## src/rtl/ed_walk_pkg.sv

```systemverilog
package ed_walk_pkg;
  localparam int WORD_W   = 32;
  localparam int ED_WORDS = 4;
  localparam int ALIGN_W  = 4;

  // control word field positions
  localparam int FA_LSB   = 0;
  localparam int FA_W     = 7;
  localparam int EP_LSB   = 7;
  localparam int EP_W     = 4;
  localparam int DIR_LSB  = 11;
  localparam int DIR_W    = 2;
  localparam int LS_BIT   = 13;
  localparam int SKIP_BIT = 14;
  localparam int ISO_BIT  = 15;
  localparam int MPS_LSB  = 16;
  localparam int MPS_W    = 11;

  // head pointer flag positions
  localparam int HALT_BIT = 0;
  localparam int TOG_BIT  = 1;

  // word order inside a descriptor
  localparam int W_CTRL = 0;
  localparam int W_TAIL = 1;
  localparam int W_HEAD = 2;
  localparam int W_NEXT = 3;

  typedef struct packed {
    logic [FA_W-1:0]  func;
    logic [EP_W-1:0]  ep;
    logic [DIR_W-1:0] dir;
    logic             low_speed;
    logic [MPS_W-1:0] mps;
    logic             toggle;
  } ed_info_t;

  typedef enum logic [1:0] {WS_IDLE, WS_WALK, WS_SERVE} walk_state_t;
endpackage

```

## src/rtl/edw_fetch.sv

```systemverilog
module edw_fetch
  import ed_walk_pkg::*;
#(
  parameter int AW = 32
) (
  input  logic                             clk,
  input  logic                             rst,
  input  logic                             go,
  input  logic [AW-1:0]                    go_base,
  output logic                             rd_valid,
  output logic [AW-1:0]                    rd_addr,
  input  logic                             rd_ready,
  input  logic [WORD_W-1:0]                rd_data,
  output logic [ED_WORDS-1:0][WORD_W-1:0]  words,
  output logic                             done
);
  localparam int IDX_W = $clog2(ED_WORDS);
  localparam int BSH   = $clog2(WORD_W / 8);
  localparam logic [IDX_W-1:0] LAST_IDX = IDX_W'(ED_WORDS - 1);

  logic            busy;
  logic [IDX_W-1:0] idx;
  logic [AW-1:0]   base;
  logic            hs;

  assign hs       = busy & rd_ready;
  assign rd_valid = busy;
  assign rd_addr  = base + (AW'(idx) << BSH);

  always_ff @(posedge clk) begin
    if (rst) begin
      busy <= 1'b0;
      idx  <= '0;
      base <= '0;
      done <= 1'b0;
    end else begin
      done <= 1'b0;
      if (go && !busy) begin
        busy <= 1'b1;
        idx  <= '0;
        base <= go_base;
      end else if (hs) begin
        if (idx == LAST_IDX) begin
          busy <= 1'b0;
          done <= 1'b1;
        end else begin
          idx <= idx + 1'b1;
        end
      end
    end
  end

  // one capture register per descriptor word
  for (genvar g = 0; g < ED_WORDS; g++) begin : g_word
    always_ff @(posedge clk) begin
      if (rst) words[g] <= '0;
      else if (hs && idx == IDX_W'(g)) words[g] <= rd_data;
    end
  end

  // request address may not move while the memory stalls
  a_r2_addr_hold: assert property (@(posedge clk) disable iff (rst)
    (rd_valid && !rd_ready) |=> (rd_valid && $stable(rd_addr)));

  // the sequencer never gets a new base while it is reading
  a_r11_go_idle: assert property (@(posedge clk) disable iff (rst)
    go |-> !busy);
endmodule

```

## src/rtl/edw_qualify.sv

```systemverilog
module edw_qualify
  import ed_walk_pkg::*;
#(
  parameter int AW = 32
) (
  input  logic [WORD_W-1:0] ctrl_w,
  input  logic [WORD_W-1:0] tail_w,
  input  logic [WORD_W-1:0] head_w,
  output logic              service,
  output ed_info_t          info,
  output logic [AW-1:0]     td_addr
);
  logic skip, iso, halted, empty;
  logic unused_bits;

  assign skip   = ctrl_w[SKIP_BIT];
  assign iso    = ctrl_w[ISO_BIT];
  assign halted = head_w[HALT_BIT];
  assign empty  = (head_w[AW-1:ALIGN_W] == tail_w[AW-1:ALIGN_W]);

  assign service = !(skip || iso || halted || empty);

  always_comb begin
    info.func      = ctrl_w[FA_LSB +: FA_W];
    info.ep        = ctrl_w[EP_LSB +: EP_W];
    info.dir       = ctrl_w[DIR_LSB +: DIR_W];
    info.low_speed = ctrl_w[LS_BIT];
    info.mps       = ctrl_w[MPS_LSB +: MPS_W];
    info.toggle    = head_w[TOG_BIT];
  end

  assign td_addr = {head_w[AW-1:ALIGN_W], {ALIGN_W{1'b0}}};

  assign unused_bits = ^{ctrl_w[WORD_W-1:MPS_LSB+MPS_W], tail_w[ALIGN_W-1:0],
                         head_w[ALIGN_W-1:TOG_BIT+1]};
endmodule

```

## src/rtl/ed_walker.sv

```systemverilog
module ed_walker
  import ed_walk_pkg::*;
#(
  parameter int AW = 32
) (
  input  logic              clk,
  input  logic              rst,
  input  logic [AW-1:0]     list_head,
  input  logic              start,
  output logic              rd_valid,
  output logic [AW-1:0]     rd_addr,
  input  logic              rd_ready,
  input  logic [WORD_W-1:0] rd_data,
  output logic [AW-1:0]     cur_ed,
  output logic              svc_valid,
  input  logic              svc_ack,
  output logic [AW-1:0]     svc_ed_addr,
  output logic [AW-1:0]     svc_td_addr,
  output logic [FA_W-1:0]   svc_func_addr,
  output logic [EP_W-1:0]   svc_ep_num,
  output logic [DIR_W-1:0]  svc_dir,
  output logic              svc_low_speed,
  output logic [MPS_W-1:0]  svc_max_pkt,
  output logic              svc_toggle,
  output logic              list_done
);
  walk_state_t state;
  logic [ED_WORDS-1:0][WORD_W-1:0] words;
  logic          fetch_done;
  logic          go;
  logic [AW-1:0] go_base;
  logic          q_service;
  ed_info_t      q_info;
  logic [AW-1:0] q_td;
  logic [AW-1:0] head_al;
  logic [AW-1:0] next_al;
  ed_info_t      svc_info;
  logic          unused_low;

  assign head_al = {list_head[AW-1:ALIGN_W], {ALIGN_W{1'b0}}};
  assign next_al = {words[W_NEXT][AW-1:ALIGN_W], {ALIGN_W{1'b0}}};
  assign unused_low = ^{list_head[ALIGN_W-1:0], words[W_NEXT][ALIGN_W-1:0]};

  edw_fetch #(.AW(AW)) u_fetch (
    .clk      (clk),
    .rst      (rst),
    .go       (go),
    .go_base  (go_base),
    .rd_valid (rd_valid),
    .rd_addr  (rd_addr),
    .rd_ready (rd_ready),
    .rd_data  (rd_data),
    .words    (words),
    .done     (fetch_done)
  );

  edw_qualify #(.AW(AW)) u_qual (
    .ctrl_w  (words[W_CTRL]),
    .tail_w  (words[W_TAIL]),
    .head_w  (words[W_HEAD]),
    .service (q_service),
    .info    (q_info),
    .td_addr (q_td)
  );

  // launch of the next descriptor fetch
  always_comb begin
    go      = 1'b0;
    go_base = '0;
    case (state)
      WS_IDLE: if (start && head_al != '0) begin
        go = 1'b1; go_base = head_al;
      end
      WS_WALK: if (fetch_done && !q_service && next_al != '0) begin
        go = 1'b1; go_base = next_al;
      end
      WS_SERVE: if (svc_ack && next_al != '0) begin
        go = 1'b1; go_base = next_al;
      end
      default: ;
    endcase
  end

  always_ff @(posedge clk) begin
    if (rst) begin
      state       <= WS_IDLE;
      cur_ed      <= '0;
      svc_valid   <= 1'b0;
      svc_ed_addr <= '0;
      svc_td_addr <= '0;
      svc_info    <= '0;
      list_done   <= 1'b0;
    end else begin
      list_done <= 1'b0;
      case (state)
        WS_IDLE: if (start) begin
          if (head_al == '0) begin
            list_done <= 1'b1;
            cur_ed    <= '0;
          end else begin
            cur_ed <= head_al;
            state  <= WS_WALK;
          end
        end
        WS_WALK: if (fetch_done) begin
          if (q_service) begin
            svc_valid   <= 1'b1;
            svc_ed_addr <= cur_ed;
            svc_td_addr <= q_td;
            svc_info    <= q_info;
            state       <= WS_SERVE;
          end else if (next_al == '0) begin
            list_done <= 1'b1;
            cur_ed    <= '0;
            state     <= WS_IDLE;
          end else begin
            cur_ed <= next_al;
          end
        end
        WS_SERVE: if (svc_ack) begin
          svc_valid <= 1'b0;
          if (next_al == '0) begin
            list_done <= 1'b1;
            cur_ed    <= '0;
            state     <= WS_IDLE;
          end else begin
            cur_ed <= next_al;
            state  <= WS_WALK;
          end
        end
        default: state <= WS_IDLE;
      endcase
    end
  end

  assign svc_func_addr = svc_info.func;
  assign svc_ep_num    = svc_info.ep;
  assign svc_dir       = svc_info.dir;
  assign svc_low_speed = svc_info.low_speed;
  assign svc_max_pkt   = svc_info.mps;
  assign svc_toggle    = svc_info.toggle;

  // a pending request keeps its payload until taken
  a_r7_svc_hold: assert property (@(posedge clk) disable iff (rst)
    (svc_valid && !svc_ack) |=> (svc_valid && $stable(svc_td_addr)
      && $stable(svc_ed_addr) && $stable(svc_max_pkt)));

  // no memory traffic while the engine holds a request
  a_r8_quiet_wait: assert property (@(posedge clk) disable iff (rst)
    svc_valid |-> !rd_valid);

  // accepted request drops on the next cycle
  a_r8_drop_after_ack: assert property (@(posedge clk) disable iff (rst)
    (svc_valid && svc_ack) |=> !svc_valid);

  // end of list leaves nothing active and the current pointer cleared
  a_r9_done_clear: assert property (@(posedge clk) disable iff (rst)
    list_done |-> (cur_ed == '0 && !svc_valid && !rd_valid));

  // an empty list head finishes at once without reading
  a_r10_zero_head: assert property (@(posedge clk) disable iff (rst)
    (state == WS_IDLE && start && list_head[AW-1:ALIGN_W] == '0)
      |=> (list_done && !rd_valid));

  // every read falls inside the descriptor named by cur_ed
  a_r2_read_in_ed: assert property (@(posedge clk) disable iff (rst)
    rd_valid |-> (rd_addr[AW-1:ALIGN_W] == cur_ed[AW-1:ALIGN_W]));
endmodule

```

## config.mk

```make
export PLATFORM = sky130hd
export DESIGN_NAME = ed_walker
export DESIGN_NICKNAME = d
export VERILOG_FILES = /design/src/rtl/ed_walk_pkg.sv /design/src/rtl/edw_fetch.sv /design/src/rtl/edw_qualify.sv /design/src/rtl/ed_walker.sv
export SDC_FILE = /design/constraint.sdc
export NUM_CORES = 1
export LEC_CHECK = 0
export BUFFER_PORTS_ARGS = -buffer_cell sky130_fd_sc_hd__buf_2
export CAP_MARGIN = 20
export CORE_ASPECT_RATIO = 0.5
export CORE_MARGIN = 1.5
export CORE_UTILIZATION = 39
export CTS_BUF_LIST = sky130_fd_sc_hd__clkbuf_16
export CTS_CLUSTER_SIZE = 28
export DETAILED_ROUTE_END_ITERATION = 10
export PLACE_DENSITY_LB_ADDON = 0.1
export SLEW_MARGIN = 20
export SYNTH_ARGS = -nofsm -noshare
export SYNTH_HDL_FRONTEND = slang
export SYNTH_SLANG_ARGS = --single-unit
```

## constraint.sdc

```tcl
create_clock -name clk -period 2.4 [get_ports clk]
set_input_delay 0.24 -clock clk [delete_from_list [all_inputs] [get_ports clk]]
set_output_delay 0.24 -clock clk [all_outputs]
set_load 0.05 [all_outputs]
```

* Word-level counts from Yosys, hierarchy flattened *
Index checks and enable logic that the tools add are counted.

storage, ports and cells
  flip-flop bits (word level) = 281
  latch bits = 0
  RAM bits = 0
  memory bits (read-only) = 0
  input port bits = 69
  output and inout port bits = 157
  word-level logic and storage cells = 108
  memories = 0

operators by class
  $add $sub $neg = 2
  multipliers = 0
  div/mod/pow operators = 0
  order comparisons = 0
  equal/unequal tests = 13
  shift operators = 0
  multiplexer cells = 38
  bitwise gates (word level) = 4
  reduce and logical (&&, ||, !) cells = 31

operators by type and width
  operator            count
  $mux 32             9
  $pmux 32 s3         2
  $logic_not 32->1    2
  $reduce_bool 32->1  2
  $add 32x4->32       1
  $eq 28x28->1        1
  $mux 1              17
  $mux 2              6
  $ne 2x2->1 const B  5
  $reduce_and 5->1    2
  $logic_and 1x1->1   9
  $eq 2x2->1 const B  3
  $pmux 1 s3          2
  $pmux 2 s3          1
  $reduce_bool 2->1   3
  $eq 2x1->1 const B  2
  $logic_not 2->1     2
  $reduce_and 2->1    2
  $reduce_and 4->1    1
  $logic_or 1x1->1    3
  $ne 3x3->1 const B  1
  $not 1->1           3
  $reduce_and 3->1    1
  $reduce_bool 3->1   1
  other kinds (7)     7

* Logic depth before layout (Yosys ltp) *
  depth after elaboration = 10
  depth in mapped cells = 10
  gate-level depth less buffers = 8

* Modules after synthesis *
A second synthesis with hierarchy kept.

second synthesis, totals
  cells, all modules = 1,476
  area, all modules = 11,944.0 µm²

by module, submodules not included
  module       instances  cells an instance  area each (µm²)  sequential area each (µm²)
  edw_fetch    1          741                6,162.2          3,283.1
  ed_walker    1          638                5,021.1          2,362.3
  edw_qualify  1          97                 760.7            0.0

* Worst setup path before layout *
Ideal clock, no wire load.

  path type = reg-to-reg
  start point = register u_fetch.words[76] (netlist name)
  end point = register cur_ed[15]
  library setup time = 81 ps
  arrival time = 2,321 ps
  data required time = 2,319 ps
  slack = -2 ps
  stages on the path, launching flop included = 10
  buffers on the path = 2
  period minus slack after synthesis = 2,402 ps
  path through = dfxtp_1 > xor2_1 > nor4_1 > nand4_1 > o41a_1 > a2111oi_2 > buf_4 > buf_6 > nor2_1 > a211oi_2

between the ends
  word-level cells in the longest chain between the ends = 4

ends and longest elaborated chain
  item                               RTL line           source
  from (decl)                        edw_fetch.sv:14    output logic [ED_WORDS-1:0][WORD_W-1:0] words,
  from (signal, indexed assignment)  edw_fetch.sv:57    else if (hs && idx == IDX_W'(g)) words[g] <= rd_data;
  $eq 28x28->1                       edw_qualify.sv:19  assign empty = (head_w[AW-1:ALIGN_W] == tail_w[AW-1:ALIGN_W]);
  $logic_or 1x1->1                   edw_qualify.sv:21  assign service = !(skip || iso || halted || empty);
  $ne 2x2->1 (no source line)        -
  $reduce_and 5->1 (no source line)  -
  to (signal assigned)               ed_walker.sv:101   cur_ed <= head_al;
  to (signal assigned)               ed_walker.sv:117   cur_ed <= next_al;
  to (signal assigned)               ed_walker.sv:127   cur_ed <= next_al;
  to (decl)                          ed_walker.sv:14    output logic [AW-1:0] cur_ed,

No other way between the ends.
A chain may end at the register's enable or synchronous reset.

* Worst setup path after layout *
  start point = register u_fetch.words[68] (netlist name)
  end point = register svc_info (netlist bit svc_max_pkt[6])

between the ends
  word-level cells in the longest chain between the ends = 4

ends and longest elaborated chain
  item                               RTL line           source
  $eq 28x28->1                       edw_qualify.sv:19
  $logic_or 1x1->1                   edw_qualify.sv:21
  $not 1->1 (no source line)         -
  $reduce_and 3->1 (no source line)  -
  to (signal assigned)               ed_walker.sv:110   svc_info <= q_info;
  to (decl)                          ed_walker.sv:37    ed_info_t svc_info;

No other way between the ends.

==> tab_implementation.tex <==
\begin{tabular}{lr}
\hline
Metric & Value \\
\hline
\multicolumn{2}{l}{\textbf{Run status}} \\
\quad Outcome & complete, but fails checks \\
\quad Failing checks & setup timing \\
\multicolumn{2}{l}{\textbf{Pwr}} \\
\quad Internal & 7.82 mW \\
\quad Overall power after layout & 11.4 mW \\
\quad Fraction of power spent switching nets & 0.317 \\
\quad Largest voltage drop on the vdd net & 0.461 mV \\
\quad Lkg Pwr & 5.83 nW \\
\quad Power share of the combinational group & 0.232 \\
\quad Power per cell area & 793 nW/µm² \\
\quad Net switching power & 3.62 mW \\
\quad Sequential Power Share & 0.410 \\
\quad Clock network fraction of total power & 0.357 \\
\multicolumn{2}{l}{\textbf{GRT}} \\
\quad Antenna violations before repair & 0 \\
\quad All-Layer GR Usage & 0.240 \\
\quad Wire length of the first global-routing pass & 51.5 mm \\
\quad Total congestion overflow & 0 \\
\quad Via count of the first global-routing pass & 8932 \\
\quad Largest net degree at the start of global routing & 133 \\
\multicolumn{2}{l}{\textbf{Clocking}} \\
\quad Number of clock sinks seen by CTS & 259 \\
\quad Root Buffer & sky130\_fd\_sc\_hd\_\_clkbuf\_16 \\
\quad Clock latency on the worst-skew pair & 0.54 ns \\
\quad Clk slew on worst S/H paths & 0.07 ns \\
\quad Number of H-tree branching levels & 1 \\
\quad Clock tree from TritonCTS & yes \\
\quad Clock tree buffer depth & 3 \\
\quad Number of CTS-inserted buffers & 25 \\
\multicolumn{2}{l}{\textbf{Detailed routing}} \\
\quad Post-detailed-route via-to-cell ratio & 5.23 \\
\quad Total Routed Length & 35.5 mm \\
\quad ANT nets after route & 0 \\
\quad Starting DRC count in detailed routing & 733 \\
\quad Drt first pass iters & 5 \\
\quad Number of DRC violations after detailed routing & 0 \\
\quad Post-DR wirelength/cell & 19.0 µm \\
\quad Count of vias placed by the detailed router & 9793 \\
\multicolumn{2}{l}{\textbf{Synthesis}} \\
\quad Warnings, synthesis & 0 \\
\quad Most used flip-flop cell after synthesis & sky130\_fd\_sc\_hd\_\_dfxtp\_1 \\
\quad Synth Cell Area & 10200 µm² \\
\quad EDFF count, synth & 0 \\
\quad Synth Register Bits & 259 \\
\quad Synth async-reset ratio & 0 \\
\quad Synthesized instance count & 1246 \\
\quad Distinct cells, synth & 40 \\
\quad Sequential element share of the synthesized area & 0.506 \\
\quad Average cell area after synthesis & 8.22 µm² \\
\multicolumn{2}{l}{\textbf{STA}} \\
\quad Setup repair after global routing missed its margin & yes \\
\quad Time the final worst path needs with I/O delays and setup & 2.62 ns \\
\quad Total setup violations reported at the end of the flow & 141 \\
\quad Max-Slew Margin vs Limit & 0.247 \\
\quad Final number of hold-violating endpoints & 0 \\
\quad Final Worst Setup Slack & -0.224 ns \\
\quad Worst slew pin tran & 1.13 ns \\
\quad Skew final & 0.0168 ns \\
\quad Final max-slew violation count & 0 \\
\quad FMAX & 0.381 GHz \\
\quad Ratio of final minimum period to clock period & 1.09 \\
\quad Final total negative setup slack & -22.10 ns \\
\multicolumn{2}{l}{\textbf{Die}} \\
\quad Area enclosed by the die boundary & 27300 µm² \\
\quad Io pins & 226 \\
\quad Core Footprint & 25500 µm² \\
\quad Chip height & 118 µm \\
\quad Initial core utilization & 0.402 \\
\quad Die outline width & 232 µm \\
\quad Row cnt & 41 \\
\multicolumn{2}{l}{\textbf{Critical path}} \\
\quad Critical path class & reg -> reg \\
\quad Worst reg-to-reg setup slack & -0.22 ns \\
\quad Type of element capturing the critical path & flop \\
\quad Arrival time reported for the critical path endpoint & 3.01 ns \\
\quad CP startpoint kind & flop \\
\quad Max FO, Critical Path & 12 \\
\quad Data required, critical path & 2.79 ns \\
\multicolumn{2}{l}{\textbf{Place}} \\
\quad Post-Place Setup Slack & -0.302 ns \\
\quad Global placer's final weighted congestion & 0.840 \\
\quad Placed wire-length estimate after detailed placement & 21.9 mm \\
\quad Number of buffers inserted by port buffering & 207 \\
\quad Placed cell area & 12000 µm² \\
\multicolumn{2}{l}{\textbf{Hold path}} \\
\quad Hold WC Path Type & in -> reg \\
\multicolumn{2}{l}{\textbf{Finish}} \\
\quad Area overhead of the layout relative to synthesis & 40.9\% \\
\quad Count of antenna diodes in the layout & 0 \\
\quad Sequential Area & 5190 µm² \\
\quad Filler cells & 2303 \\
\quad Core Util, Final & 0.566 \\
\quad Total Nets Final & 1588 \\
\quad Multi-input combinational cell area & 5210 µm² \\
\quad Share of cells above drive strength 1 & 0.328 \\
\quad Area of all placed cells without fillers & 14400 µm² \\
\multicolumn{2}{l}{\textbf{Run}} \\
\quad Reported max-cap violation count & 0 \\
\hline
\end{tabular}
[area by class of cell]
class                   count  area share
multi-input cells         862       0.361
flip-flops and latches    259       0.360
repair buffers            330       0.183
clock buffers              25      0.0434
well taps                 344      0.0298
clock inverters            20      0.0139
inverters                  33     0.00859
[sequential cells by signal (all words and copies together), names as in the netlist]
| signal | cells |
|---|---|
| svc_td_addr | 28 |
| svc_func_addr | 7 |
| u_fetch.rd_valid | 1 |
| u_fetch.words | 113 |
| u_fetch.base | 28 |
| svc_dir | 2 |
| svc_ed_addr | 28 |
| svc_ep_num | 4 |
| svc_max_pkt | 11 |
| state | 2 |
| u_fetch.idx | 2 |
| svc_valid | 1 |
| list_done | 1 |
| svc_low_speed | 1 |
| cur_ed | 28 |
| svc_toggle | 1 |
| u_fetch.done | 1 |
[per-stage QoR]
stage | cells | hold WS, ns
floorplan | 1259 | 0.376
global placement | 1779 | 0.437
detailed placement | 1779 | 0.443
CTS | 1862 | 0.00347
global route | 1873 | 0.00586
finish | 1873 | 0.0213
[cells in the mapped netlist (2+ instances only)]
| library cell | number | share of area |
|---|---|---|
| sky130_fd_sc_hd__xor2_1 | 16 | 0.014 |
| sky130_fd_sc_hd__or2_2 | 3 | 0.0018 |
| sky130_fd_sc_hd__buf_4 | 17 | 0.012 |
| sky130_fd_sc_hd__o21ai_0 | 2 | 0.00098 |
| sky130_fd_sc_hd__nand2_1 | 397 | 0.15 |
| sky130_fd_sc_hd__buf_6 | 2 | 0.0022 |
| sky130_fd_sc_hd__nand3_1 | 7 | 0.0034 |
| sky130_fd_sc_hd__mux2i_1 | 29 | 0.028 |
| sky130_fd_sc_hd__a211oi_2 | 20 | 0.024 |
| sky130_fd_sc_hd__or4_1 | 2 | 0.0015 |
| sky130_fd_sc_hd__nor4_1 | 18 | 0.011 |
| sky130_fd_sc_hd__nor3_1 | 6 | 0.0029 |
| sky130_fd_sc_hd__buf_1 | 5 | 0.0018 |
| sky130_fd_sc_hd__nand4_1 | 7 | 0.0043 |
| sky130_fd_sc_hd__xnor2_1 | 13 | 0.011 |
| sky130_fd_sc_hd__clkbuf_1 | 77 | 0.028 |
| sky130_fd_sc_hd__a211oi_1 | 33 | 0.024 |
| sky130_fd_sc_hd__nor2_1 | 34 | 0.012 |
| sky130_fd_sc_hd__dfxtp_1 | 259 | 0.51 |
| sky130_fd_sc_hd__inv_1 | 33 | 0.012 |
| sky130_fd_sc_hd__ha_1 | 8 | 0.0098 |
| sky130_fd_sc_hd__and3_1 | 5 | 0.0031 |
| sky130_fd_sc_hd__a221oi_1 | 28 | 0.024 |
| sky130_fd_sc_hd__a21oi_1 | 204 | 0.10 |
| sky130_fd_sc_hd__nand2b_1 | 3 | 0.0018 |
| sky130_fd_sc_hd__buf_2 | 4 | 0.0020 |
[routing by layer]
layer,track usage,vias to the layer above,routed length (µm)
met5,0,-,0
met4,0.0471,0,544
met3,0.0395,44,2110
met2,0.359,295,15700
met1,0.360,4735,17200
li1,-,4719,-
[cell families after synthesis]
logic type | after synthesis | synth area share
and+or+nand+nor | 485 | 0.190
AOI/OAI and AO/OA | 297 | 0.182
DFF | 259 | 0.506
buffers and inverters | 138 | 0.0588
xor gates and xnor gates | 29 | 0.0248
muxes | 29 | 0.0284
adders and majority gates | 8 | 0.00978
other | 1 | 0.000366
[repair_timing]
action / 4_1_cts / 5_1_grt
buffers inserted: 12 / 6
pin swaps: 11 / 22
hold buffers: 13 / 0
endpoints found under the hold margin: 33 / 0
gates resized for setup: 88 / 98
gates cloned: 13 / 9
setup endpoints to repair: 144 / 145
[cell usage in the layout, fill, tap and decap left out, drive strengths merged, types with 28 or more instances in the layout]
master  instances
a211oi         53
a21oi         204
a221oi         28
buf           306
clkbuf         35
dfxtp         259
inv            37
mux2i          29
nand2         397
nor2           34
[critical path, cell delays in order (launching register included)]
cell and delay, ns:
sky130_fd_sc_hd__dfxtp_2 0.32, sky130_fd_sc_hd__xor2_1 0.16, sky130_fd_sc_hd__nor4_2 0.34, sky130_fd_sc_hd__nand4_1 0.26
sky130_fd_sc_hd__o41a_1 0.44, sky130_fd_sc_hd__buf_4 0.16, sky130_fd_sc_hd__buf_6 0.12, sky130_fd_sc_hd__and3_4 0.30
sky130_fd_sc_hd__clkbuf_16 0.23, sky130_fd_sc_hd__nand2_1 0.08, sky130_fd_sc_hd__a21oi_1 0.05
[final timing paths]
kind                                         from           endpoint  depth (start not counted)
worst max-delay path            u_fetch.words[68]     svc_max_pkt[6]                         10
worst min-delay path                   rd_data[9]  u_fetch.words[73]                          3
worst max register to register  u_fetch.words[68]     svc_max_pkt[6]                         10
worst min register to register  u_fetch.words[17]     svc_max_pkt[1]                          2
[power groups by stage]
| stage | Combinational (mW) | Sequential, mW | Clock [mW] |
|---|---|---|---|
| floorplan | 0.844 | 5.33 | 0 |
| global placement | 1.97 | 4.75 | 0 |
| detailed placement | 1.99 | 4.76 | 0 |
| CTS | 2.61 | 4.68 | 4.15 |
| global route | 2.78 | 4.72 | 4.36 |
| finish | 2.66 | 4.69 | 4.09 |
(Power assumes the default switching activity.)
